## src/rtl/dsha_pkg.sv

```systemverilog
// Shared types, constants and SHA-256 helper functions for the nonce search engine.
// Assumes 32-bit words, word 0 of any state or block stored at index 0.
package dsha_pkg;
    typedef logic [31:0] word_t;
    typedef logic [7:0][31:0] hstate_t;   // index 0 = a ... index 7 = h
    typedef logic [15:0][31:0] block_t;   // index 0 = w0

    localparam word_t PAD_WORD = 32'h8000_0000;
    localparam word_t LEN_FIRST = 32'd640;
    localparam word_t LEN_SECOND = 32'd256;

    localparam word_t IV_TAB [8] = '{
        32'h6a09e667, 32'hbb67ae85, 32'h3c6ef372, 32'ha54ff53a,
        32'h510e527f, 32'h9b05688c, 32'h1f83d9ab, 32'h5be0cd19};

    localparam word_t K_TAB [64] = '{
        32'h428a2f98, 32'h71374491, 32'hb5c0fbcf, 32'he9b5dba5, 32'h3956c25b, 32'h59f111f1, 32'h923f82a4, 32'hab1c5ed5,
        32'hd807aa98, 32'h12835b01, 32'h243185be, 32'h550c7dc3, 32'h72be5d74, 32'h80deb1fe, 32'h9bdc06a7, 32'hc19bf174,
        32'he49b69c1, 32'hefbe4786, 32'h0fc19dc6, 32'h240ca1cc, 32'h2de92c6f, 32'h4a7484aa, 32'h5cb0a9dc, 32'h76f988da,
        32'h983e5152, 32'ha831c66d, 32'hb00327c8, 32'hbf597fc7, 32'hc6e00bf3, 32'hd5a79147, 32'h06ca6351, 32'h14292967,
        32'h27b70a85, 32'h2e1b2138, 32'h4d2c6dfc, 32'h53380d13, 32'h650a7354, 32'h766a0abb, 32'h81c2c92e, 32'h92722c85,
        32'ha2bfe8a1, 32'ha81a664b, 32'hc24b8b70, 32'hc76c51a3, 32'hd192e819, 32'hd6990624, 32'hf40e3585, 32'h106aa070,
        32'h19a4c116, 32'h1e376c08, 32'h2748774c, 32'h34b0bcb5, 32'h391c0cb3, 32'h4ed8aa4a, 32'h5b9cca4f, 32'h682e6ff3,
        32'h748f82ee, 32'h78a5636f, 32'h84c87814, 32'h8cc70208, 32'h90befffa, 32'ha4506ceb, 32'hbef9a3f7, 32'hc67178f2};

    function automatic word_t rotr(input word_t x, input int n);
        return (x >> n) | (x << (32 - n));
    endfunction

    function automatic word_t big_sig0(input word_t x);
        return rotr(x, 2) ^ rotr(x, 13) ^ rotr(x, 22);
    endfunction

    function automatic word_t big_sig1(input word_t x);
        return rotr(x, 6) ^ rotr(x, 11) ^ rotr(x, 25);
    endfunction

    function automatic word_t small_sig0(input word_t x);
        return rotr(x, 7) ^ rotr(x, 18) ^ (x >> 3);
    endfunction

    function automatic word_t small_sig1(input word_t x);
        return rotr(x, 17) ^ rotr(x, 19) ^ (x >> 10);
    endfunction
endpackage

```

## src/rtl/dsha_round.sv

```systemverilog
// One SHA-256 round, purely combinational.
// Assumes the caller supplies the round constant and schedule word of this round.
module dsha_round
    import dsha_pkg::*;
(
    input  hstate_t st_i,
    input  word_t   k_i,
    input  word_t   w_i,
    output hstate_t st_o
);
    word_t t1, t2;

    // Compute the two temporaries and shift the working registers.
    always_comb begin
        t1 = st_i[7] + big_sig1(st_i[4]) + ((st_i[4] & st_i[5]) ^ (~st_i[4] & st_i[6])) + k_i + w_i;
        t2 = big_sig0(st_i[0]) + ((st_i[0] & st_i[1]) ^ (st_i[0] & st_i[2]) ^ (st_i[1] & st_i[2]));
        st_o[0] = t1 + t2;
        st_o[1] = st_i[0];
        st_o[2] = st_i[1];
        st_o[3] = st_i[2];
        st_o[4] = st_i[3] + t1;
        st_o[5] = st_i[4];
        st_o[6] = st_i[5];
        st_o[7] = st_i[6];
    end
endmodule

```

## src/rtl/dsha_sched.sv

```systemverilog
// Sliding 16-word message-schedule window. Presents w[t] and extends by one word per step.
// Assumes rnd_i is the round being executed. With use_pre_i set, words 16, 17 and the
// nonce-free part of word 18 come from values held for the work unit.
module dsha_sched
    import dsha_pkg::*;
#(
    parameter int RW = 6
) (
    input  logic          clk,
    input  logic          rst_n,
    input  logic          ld_en_i,
    input  block_t        ld_blk_i,
    input  logic          step_i,
    input  logic          use_pre_i,
    input  logic [RW-1:0] rnd_i,
    input  word_t         pre16_i,
    input  word_t         pre17_i,
    input  word_t         pre18_i,
    output word_t         w_o
);
    block_t win;
    word_t  nxt;

    // Choose between a held word and the generic recurrence.
    always_comb begin
        nxt = small_sig1(win[14]) + win[9] + small_sig0(win[1]) + win[0];
        if (use_pre_i && rnd_i == RW'(0))      nxt = pre16_i;
        else if (use_pre_i && rnd_i == RW'(1)) nxt = pre17_i;
        else if (use_pre_i && rnd_i == RW'(2)) nxt = pre18_i + small_sig0(win[1]);
    end

    // Load a fresh block or slide the window by one word.
    always_ff @(posedge clk) begin
        if (!rst_n) begin
            win <= '0;
        end else if (ld_en_i) begin
            win <= ld_blk_i;
        end else if (step_i) begin
            for (int i = 0; i < 15; i++) win[i] <= win[i+1];
            win[15] <= nxt;
        end
    end

    assign w_o = win[0];
endmodule

```

## src/rtl/dsha_nonce_tester.sv

```systemverilog
// Iterative double SHA-256 nonce search with a shortened second pass.
// Each trial takes one issue cycle, 64 first-pass rounds and 61 second-pass rounds.
// Assumes load_i is a single-cycle pulse. Runs continuously after a load.
module dsha_nonce_tester
    import dsha_pkg::*;
#(
    parameter logic [31:0] HIT_MASK = 32'hFFFF_FFFF,
    parameter int ROUNDS = 64,
    parameter int SKIP = 3
) (
    input  logic         clk,
    input  logic         rst_n,
    input  logic         load_i,
    input  logic [255:0] midstate_i,
    input  logic [95:0]  tail_i,
    input  logic [31:0]  nonce_start_i,
    output logic         hit_o,
    output logic [31:0]  golden_o
);
    localparam int RW = $clog2(ROUNDS);
    localparam logic [RW-1:0] P1_LAST = RW'(ROUNDS - 1);
    localparam logic [RW-1:0] P2_LAST = RW'(ROUNDS - SKIP - 1);
    localparam word_t NEG_H7 = 32'd0 - IV_TAB[7];

    typedef enum logic [1:0] {PH_IDLE, PH_ISSUE, PH_P1, PH_P2} phase_t;

    phase_t        ph;
    logic [RW-1:0] rnd;
    hstate_t       mid_q, st_q, st_nxt, mid_in, iv_st;
    logic [2:0][31:0] tw_q;
    word_t         pre16, pre17, pre18, cnt_q, w_cur;
    word_t         ld16, ld17;
    block_t        blk1, blk2, ld_blk;
    logic          match, sched_ld;

    // Unpack the midstate and form the work-unit schedule words from the load ports.
    always_comb begin
        for (int i = 0; i < 8; i++) begin
            mid_in[i] = midstate_i[255-32*i -: 32];
            iv_st[i]  = IV_TAB[i];
        end
        ld16 = tail_i[95:64] + small_sig0(tail_i[63:32]);
        ld17 = tail_i[63:32] + small_sig0(tail_i[31:0]) + small_sig1(LEN_FIRST);
    end

    // Assemble the nonce-bearing block and the padded second-pass block.
    always_comb begin
        blk1 = '0;
        blk1[0] = tw_q[0];
        blk1[1] = tw_q[1];
        blk1[2] = tw_q[2];
        blk1[3] = cnt_q;
        blk1[4] = PAD_WORD;
        blk1[15] = LEN_FIRST;
        blk2 = '0;
        for (int i = 0; i < 8; i++) blk2[i] = mid_q[i] + st_nxt[i];
        blk2[8] = PAD_WORD;
        blk2[15] = LEN_SECOND;
        sched_ld = (ph == PH_ISSUE) || (ph == PH_P1 && rnd == P1_LAST);
        ld_blk = (ph == PH_ISSUE) ? blk1 : blk2;
    end

    dsha_sched #(.RW(RW)) u_sched (
        .clk(clk), .rst_n(rst_n), .ld_en_i(sched_ld), .ld_blk_i(ld_blk),
        .step_i(ph == PH_P1 || ph == PH_P2), .use_pre_i(ph == PH_P1), .rnd_i(rnd),
        .pre16_i(pre16), .pre17_i(pre17), .pre18_i(pre18), .w_o(w_cur));

    dsha_round u_round (.st_i(st_q), .k_i(K_TAB[rnd]), .w_i(w_cur), .st_o(st_nxt));

    // Early-exit test: e after the shortened pass against the negated last IV word.
    assign match = ((st_nxt[4] ^ NEG_H7) & HIT_MASK) == 32'd0;

    // Sequence the work unit, the two passes and the hit report.
    always_ff @(posedge clk) begin
        if (!rst_n) begin
            ph <= PH_IDLE;
            rnd <= '0;
            mid_q <= '0;
            st_q <= '0;
            tw_q <= '0;
            pre16 <= '0;
            pre17 <= '0;
            pre18 <= '0;
            cnt_q <= '0;
            hit_o <= 1'b0;
            golden_o <= '0;
        end else begin
            hit_o <= 1'b0;
            if (load_i) begin
                mid_q <= mid_in;
                tw_q[0] <= tail_i[95:64];
                tw_q[1] <= tail_i[63:32];
                tw_q[2] <= tail_i[31:0];
                pre16 <= ld16;
                pre17 <= ld17;
                pre18 <= tail_i[31:0] + small_sig1(ld16);
                cnt_q <= nonce_start_i;
                golden_o <= '0;
                rnd <= '0;
                ph <= PH_ISSUE;
            end else begin
                case (ph)
                    PH_ISSUE: begin
                        st_q <= mid_q;
                        cnt_q <= cnt_q + 32'd1;
                        rnd <= '0;
                        ph <= PH_P1;
                    end
                    PH_P1: begin
                        if (rnd == P1_LAST) begin
                            st_q <= iv_st;
                            rnd <= '0;
                            ph <= PH_P2;
                        end else begin
                            st_q <= st_nxt;
                            rnd <= rnd + RW'(1);
                        end
                    end
                    PH_P2: begin
                        st_q <= st_nxt;
                        if (rnd == P2_LAST) begin
                            rnd <= '0;
                            ph <= PH_ISSUE;
                            if (match) begin
                                hit_o <= 1'b1;
                                golden_o <= cnt_q - 32'd1;
                            end
                        end else begin
                            rnd <= rnd + RW'(1);
                        end
                    end
                    default: ;
                endcase
            end
        end
    end
endmodule

```

## config.mk

```make
export PLATFORM = sky130hd
export DESIGN_NAME = dsha_nonce_tester
export DESIGN_NICKNAME = d
export VERILOG_FILES = /design/src/rtl/dsha_pkg.sv /design/src/rtl/dsha_round.sv /design/src/rtl/dsha_sched.sv /design/src/rtl/dsha_nonce_tester.sv
export SDC_FILE = /design/constraint.sdc
export NUM_CORES = 2
export LEC_CHECK = 0
export BUFFER_PORTS_ARGS = -buffer_cell sky130_fd_sc_hd__buf_4
export CORE_UTILIZATION = 25
export DETAILED_ROUTE_END_ITERATION = 10
export PLACE_DENSITY = 0.36
export SLEW_MARGIN = 20
export SYNTH_ARGS = -nofsm -noshare
export SYNTH_HDL_FRONTEND = slang
export SYNTH_SLANG_ARGS = --single-unit
```

## constraint.sdc

```tcl
create_clock -name clk -period 11.4 [get_ports clk]
set_input_delay 2.28 -clock clk [delete_from_list [all_inputs] [get_ports clk]]
set_output_delay 2.28 -clock clk [all_outputs]
set_load 0.05 [all_outputs]
```

# --- Yosys cells after proc, flatten, opt, wreduce, memory -nomap -nowiden ---
# Memories as Yosys holds them, arrays and structs flattened.
# Index checks and enable logic that the tools add are counted.
word_totals:
  regBits: 1289
  rom_bits: 2048
  input_bits: 387
  out_inout_bits: 33
  elab_cells: 166
  mem_count: 1
mem_list:
  columns: ["memory", "depth", "width", "rd", "rd_clocked_by_memory_dff", "wr", "line", "source"]
  rows:
  - ["(no name shown)", 64, 32, 1, 0, 0, "dsha_nonce_tester.sv:68", "dsha_round u_round (.st_i(st_q), .k_i(K_TAB[rnd]), .w_i(w_cur), .st_o(st_nxt));"]
classes:
  add_sub_neg: 26
  order_cmp: 1
  n_eq_ne: 11
  muxes: 20
  n_bitwise: 45
  reduce_logical: 18
op_table:
  columns: ["operator", "count"]
  rows:
  - ["2-to-1 mux 512 bit", 2]
  - ["one-hot mux 256 bit (3 select lines)", 1]
  - ["adder 32 bit", 22]
  - ["2-to-1 mux 490 bit", 1]
  - ["XOR 32 bit", 12]
  - ["2-to-1 mux 256 bit", 1]
  - ["2-to-1 mux 32 bit", 7]
  - ["AND 32 bit", 5]
  - ["OR 14 x 32 -> 32 bit", 3]
  - ["OR 25 x 32 -> 32 bit", 3]
  - ["XOR 32 x 29 -> 32 bit", 3]
  - ["OR 13 x 32 -> 32 bit", 2]
  - ["OR 15 x 32 -> 32 bit", 2]
  - ["XOR 32 x 22 -> 32 bit", 2]
  - ["adder 32 x 1 -> 32 bit (second input constant)", 1]
  - ["adder 32 x 25 -> 32 bit (second input constant)", 1]
  - ["zero test 32 bit", 1]
  - ["NOT 32 bit", 1]
  - ["OR 10 x 32 -> 32 bit", 1]
  - ["OR 19 x 32 -> 32 bit", 1]
  - ["OR 21 x 32 -> 32 bit", 1]
  - ["OR 26 x 32 -> 32 bit", 1]
  - ["OR 30 x 32 -> 32 bit", 1]
  - ["OR 7 x 32 -> 32 bit", 1]
  - ["other kinds (30)", 45]

# --- Logic depth before layout (Yosys ltp) ---
logic_depth:
  ltp_word: 11
  ltp_mapped: 46
  ltp_nobuf: 43

# --- Modules after synthesis ---
# A second synthesis with hierarchy kept.
unflattened:
  hier_cells: 11740
  area_unflattened_um2: 93876.3
by_module_without_submodules:
  columns: ["mod", "instances", "cells_per_inst", "area_each_um2", "seq_area_each_um2"]
  rows:
  - ["dsha_nonce_tester", 1, 6543, 52696.8, 15554.9]
  - ["dsha_sched", 1, 3826, 30047.6, 10249.8]
  - ["dsha_round", 1, 1371, 11131.9, 0.0]

# --- Worst setup path before layout ---
# Ideal clock, no wire load.
synth_timing:
  kind: "flip-flop to flip-flop"
  start: "register rnd[3]"
  end: "register u_sched.win (netlist bit u_sched.w_o[31])"
  setup_time_ps: 134
  arrival_time_ps: 8764
  required_time_ps: 11266
  setup_slack_ps: 2502
  stages_incl_launch_ff: 43
  n_path_buf: 5
  synth_period_minus_slack_ps: 8898
  cell_sequence: "dfxtp_1 -> clkbuf_1 -> clkbuf_1 -> clkbuf_1 -> clkbuf_1 -> clkbuf_1 -> a21oi_1 -> o221ai_1 -> nand2_1 -> fa_1 -> ha_1 -> fa_1 -> a211oi_1 -> o21ai_1 -> nand4_1 -> a21oi_1 -> or3_1 -> a21o_1 -> [... 7 more ...] -> a21oi_1 -> o31a_1 -> o21ai_0 -> nand2b_1 -> a21oi_1 -> xnor2_1 -> ha_1 -> o21a_1 -> or2_2 -> o31a_1 -> o41a_1 -> nand4_1 -> nand4b_1 -> o31ai_1 -> nor3_1 -> a211o_1 -> xor2_1 -> o22ai_1"
synth_via:
  elab_chain_cells: 10
  elab_cells_between_ends: 14
  cone_classes: "4 x add/sub; 1 x eq/ne; 4 x mux; 1 x bitwise; 3 x reduce/logical; 1 x memory"
synth_lines:
  columns: ["element", "line", "source"]
  rows:
  - ["from (decl)", "dsha_nonce_tester.sv:28", "logic [RW-1:0] rnd;"]
  - ["from (signal assigned)", "dsha_nonce_tester.sv:116", "rnd <= rnd + RW'(1);"]
  - ["from (signal assigned)", "dsha_nonce_tester.sv:129", "rnd <= rnd + RW'(1);"]
  - ["NOT 6 -> 7 bit (implied by the code)", "dsha_nonce_tester.sv:68", null]
  - ["memory (64 x 32 bit)", null, null]
  - ["2-to-1 mux 32 bit (implied by the code) (2 in series)", "dsha_nonce_tester.sv:68", null]
  - ["adder 32 bit (2 in series)", "dsha_round.sv:15", "t1 = st_i[7] + big_sig1(st_i[4]) + ((st_i[4] & st_i[5]) ^ (~st_i[4] & st_i[6])) + k_i + w_i;"]
  - ["adder 32 bit", "dsha_round.sv:17", "st_o[0] = t1 + t2;"]
  - ["adder 32 bit", "dsha_nonce_tester.sv:56", "for (int i = 0; i < 8; i++) blk2[i] = mid_q[i] + st_nxt[i];"]
  - ["2-to-1 mux 490 bit", "dsha_nonce_tester.sv:60", "ld_blk = (ph == PH_ISSUE) ? blk1 : blk2;"]
  - ["2-to-1 mux 512 bit", "dsha_sched.sv:36", "end else if (ld_en_i) begin"]
  - ["to (signal assigned)", "dsha_sched.sv:37", "win <= ld_blk_i;"]
  - ["to (decl)", "dsha_sched.sv:21", "block_t win;"]
# Several ways; a longest one is shown, not always the timed one. The select of a mux whose other input is x is not followed.
# A chain may end at the register's enable or synchronous reset.

# --- Final worst setup path ---
layout_timing:
  start: "register rnd[0]"
  end: "register u_sched.win (netlist bit u_sched.w_o[31])"
# Same word-level chain as after synthesis.

==> metrics.md <==
| Metric | Value |
|---|---|
| Status | `finished, final reports clean` |
| Seq pwr share | `23.3%` |
| Hold Startpoint | `st_q[110]$_SDFFE_PN0P_` |
| Via count | `79.8k` |
| Setup WS post-layout | `950 ps` |
| Root Buffer | `clkbuf_16` |
| CP peak stage delay | `650 ps` |
| H-tree depth | `4` |
| Wire length per cell | `32.2 µm` |
| Most frequent cells in the layout | `nor2_1, dfxtp_1, a21oi_1, xnor2_1, buf_4` |
| Place WS | `1160 ps` |
| Commonest non-fill, non-tap cell in the layout | `nor2_1` |
| CTS tree | `done` |
| Chip Width | `585 µm` |
| Worst Hold Depth | `2` |
| Clock power share | `26.1%` |
| Layout Nets | `11.3k` |
| Port bufs | `419` |
| Crit path capture type | `register` |
| Final GP Congestion | `0.941` |
| Top cell family by delay on the critical path | `compound AO/OA/AOI/OAI gates` |
| Setup Viol. Count Final | `0` |
| Total GRT Usage | `27.0%` |
| Synthesis Warnings | `0` |
| DRT Pass-1 Iters | `9` |
| Top Ports | `420` |
| Fin Hold WS | `458 ps` |
| Most used flip-flop cell after synthesis | `dfxtp_1` |
| Minimum clock period | `10,450 ps` |
| Area grow syn2layout | `16.4%` |
| Final-report hold violation count | `0` |
| Post-DP HPWL | `375,000 µm` |
| Synth Area per Inst | `8.41 µm²` |
| Max-slew violations | `0` |
| # Max-Cap Violations | `0` |
| Layout cells sized above 1 | `9.65%` |
| Die ar. | `0.342 mm²` |
| Maximum VDD drop | `188 µV` |
| Leakage | `41.4 nW` |
| CTS Sinks | `1,289` |
| Worst min-delay path endpoint | `st_q[110]$_SDFFE_PN0P_` |
| Post-CTS setup buffers | `0` |
| Final ANT Viol Nets | `0` |
| Unrepaired setup endpoints after global routing | `no` |
| Buffer and inverter count on the worst path | `4` |
| Worst min path class | `reg2reg` |
| Slew of the pin with the lowest slew margin | `1250 ps` |
| Critical Path RT | `12,160 ps` |
| Psw | `10.3 mW` |
| Reg2Reg Setup Slack | `950 ps` |
| Die height | `585 µm` |
| FF/Latch Area | `0.0258 mm²` |
| Post-synth EDFFs | `0` |
| Vias in the first global route | `76.1k` |
| Worst-path clk slew | `60 ps` |
| Row Count | `213` |
| FILL cells | `36.2k` |
| Relative slew slack | `16.1%` |
| Syn Inst Count | `10.1k` |
| Post-route DRC | `0` |
| DRT Wirelength | `478,000 µm` |
| Reg2reg start | `rnd[0]$_SDFFE_PP0N_` |
| CORE AREA | `0.337 mm²` |
| Worst Path Arrival | `11,210 ps` |
| Starting Density | `25.2%` |
| Routed vias/inst | `5.37` |
| Pint | `12.1 mW` |
| Period utilisation layout | `91.7%` |
| Initial antenna violation count | `24` |
| Final Skew | `58.8 ps` |
| Combinational power share | `50.6%` |
| Initial DRC count | `7,512` |
| First-pass GRT wire length | `646,000 µm` |
| Synth unique cells | `93` |
| Seq cells post-synth | `1,289` |
| Hold_buf cts | `0` |
| RR Endpoint | `u_sched.w_o[31]$_SDFFE_PN0P_` |
| Pwr/cell area | `227 mW/mm²` |
| Worst Path Max Fanout | `27` |
| Slowest stage cell, crit path | `o311ai_0` |
| Fmax | `95.7 MHz` |
| Mapped Area | `0.0849 mm²` |
| GR Overflow Total | `0` |
| Multi-input logic area | `0.0552 mm²` |
| # resized after CTS | `0` |
| Crit path kind | `reg2reg` |
| Post-Syn Nets | `11.2k` |
| CTS Buf Count | `174` |
| Reg2Reg Depth | `40` |
| Ys async rst share | `0%` |
| Worst-skew pair later-pin latency | `900 ps` |
| Sequential share of the synthesized area | `30.4%` |
| Sw Share | `45.8%` |
| Clock Tree Buf Depth | `4` |
| Crit path launch type | `register` |
| Total negative slack | `0 ps` |
| Largest net degree at the start of global routing | `176` |
[cells in the mapped netlist, types with 13 or more instances]
cell type | number | area share, %
a2111oi_0 | 13 | 0.13
a211o_1 | 26 | 0.27
a211oi_1 | 98 | 0.87
a21boi_0 | 13 | 0.11
a21o_1 | 232 | 2.1
a21oi_1 | 827 | 4.9
a221o_1 | 13 | 0.15
a221oi_1 | 148 | 1.5
a222oi_1 | 90 | 1.1
a22o_1 | 19 | 0.20
a22oi_1 | 267 | 2.4
a311oi_1 | 22 | 0.23
a31oi_1 | 76 | 0.56
and2_1 | 47 | 0.35
and3_1 | 56 | 0.41
buf_1 | 73 | 0.32
clkbuf_1 | 630 | 2.8
dfxtp_1 | 1289 | 30
fa_1 | 199 | 4.7
ha_1 | 552 | 8.1
inv_1 | 354 | 1.6
maj3_1 | 19 | 0.22
mux2_2 | 13 | 0.17
mux2i_1 | 507 | 6.0
nand2_1 | 491 | 2.2
nand2b_1 | 67 | 0.49
nand3_1 | 112 | 0.66
nand3b_1 | 15 | 0.13
nand4_1 | 45 | 0.33
nor2_1 | 1351 | 6.0
nor2b_1 | 79 | 0.58
nor3_1 | 214 | 1.3
nor4_1 | 16 | 0.12
o211ai_1 | 51 | 0.45
o21a_1 | 77 | 0.68
o21ai_0 | 488 | 2.9
o21bai_1 | 62 | 0.55
o221ai_1 | 145 | 1.5
o22ai_1 | 130 | 0.96
o311ai_0 | 17 | 0.18
o31ai_1 | 27 | 0.24
or2_2 | 18 | 0.13
or3_1 | 47 | 0.35
xnor2_1 | 680 | 7.0
xor2_1 | 224 | 2.3
[power by group through the flow]
stage	logic, mW	registers (mW)	clock network (mW)
after detailed placement	11.2	5.30	0
after CTS	11.3	5.21	6.01
after global placement	11.2	5.30	0
after global routing	12.1	5.23	6.16
after floorplan	6.99	4.99	0
final	11.4	5.22	5.86
[per-layer routing]
layer | global-route usage [%] | wire (µm)
met3 | 3.19 | 25200
met2 | 42.9 | 212000
met5 | 0 | 50
met4 | 11.8 | 24300
met1 | 36.6 | 216000
[flip-flops by register name, summed over array words and instances (netlist names), 2 cells and up]
name and count:
blk1 96, pre16 32, u_sched.win 480, pre17 32, rnd 6, st_q 256
mid_q 256, u_sched.w_o 32, ph 2, golden_o 32, cnt_q 32, pre18 32
[worst register-to-register path: cells and delay by family, from the launching register on]
kind / cells / cell delay (ps)
and+or+nand+nor: 9 / 1330
xor gates and xnor gates: 3 / 640
buffers and inverters: 4 / 600
AOI/OAI and AO/OA: 18 / 4690
DFF: 1 / 340
adders and majority gates: 6 / 2720
[worst max path at each step]
| stage | slack, ps | startpoint | cells past startpoint | to |
|---|---|---|---|---|
| floorplan | 2500 | rnd[3]$_SDFFE_PP0N_ | 42 | u_sched.w_o[31]$_SDFFE_PN0P_ |
| global placement | 1050 | rnd[0]$_SDFFE_PP0N_ | 40 | u_sched.w_o[31]$_SDFFE_PN0P_ |
| detailed placement | 1160 | rnd[0]$_SDFFE_PP0N_ | 38 | u_sched.w_o[31]$_SDFFE_PN0P_ |
| CTS | 1120 | rnd[0]$_SDFFE_PP0N_ | 38 | u_sched.w_o[31]$_SDFFE_PN0P_ |
| global route | 560 | rnd[0]$_SDFFE_PP0N_ | 38 | u_sched.w_o[31]$_SDFFE_PN0P_ |
| finish | 950 | rnd[0]$_SDFFE_PP0N_ | 40 | u_sched.w_o[31]$_SDFFE_PN0P_ |
[layout make-up]
class                           instances  area share [%]
Clock inverter                         77           0.985
Inverter                              359            1.38
Tap cell                             4515            5.72
Sequential cell                      1289            26.1
Antenna cell                           13          0.0329
Timing Repair Buffer                  624            4.92
Clock buffer                          237            4.99
Multi-Input combinational cell       7741            55.8
[cell families (layout without fill, tap and decap cells)]
| family | Yosys count | in the layout | synth area share (%) |
|---|---|---|---|
| compound gates | 2940 | 2940 | 22.9 |
| simple gates | 2606 | 2606 | 13.4 |
| flops | 1289 | 1289 | 30.4 |
| buf+inv | 1070 | 1297 | 4.78 |
| xor+xnor | 904 | 904 | 9.32 |
| fa+ha+maj | 770 | 770 | 13.0 |
| mux | 521 | 521 | 6.16 |
| other cells | 0 | 13 | 0 |
[per-stage QoR]
| step | util [%] | total power [mW] | cell area, µm² | cells |
|---|---|---|---|---|
| 2_1_floorplan | - | 12.0 | 84900 | 10100 |
| 3_3_place_gp | 27.5 | 16.5 | 92900 | 14500 |
| 3_5_place_dp | 27.5 | 16.5 | 92900 | 14500 |
| 4_1_cts | 29.3 | 22.5 | 98800 | 14800 |
| 5_1_grt | 29.3 | 23.5 | 98800 | 14800 |
| 6_report | 29.3 | 22.4 | 98800 | 14900 |
(Power assumes the default switching activity.)
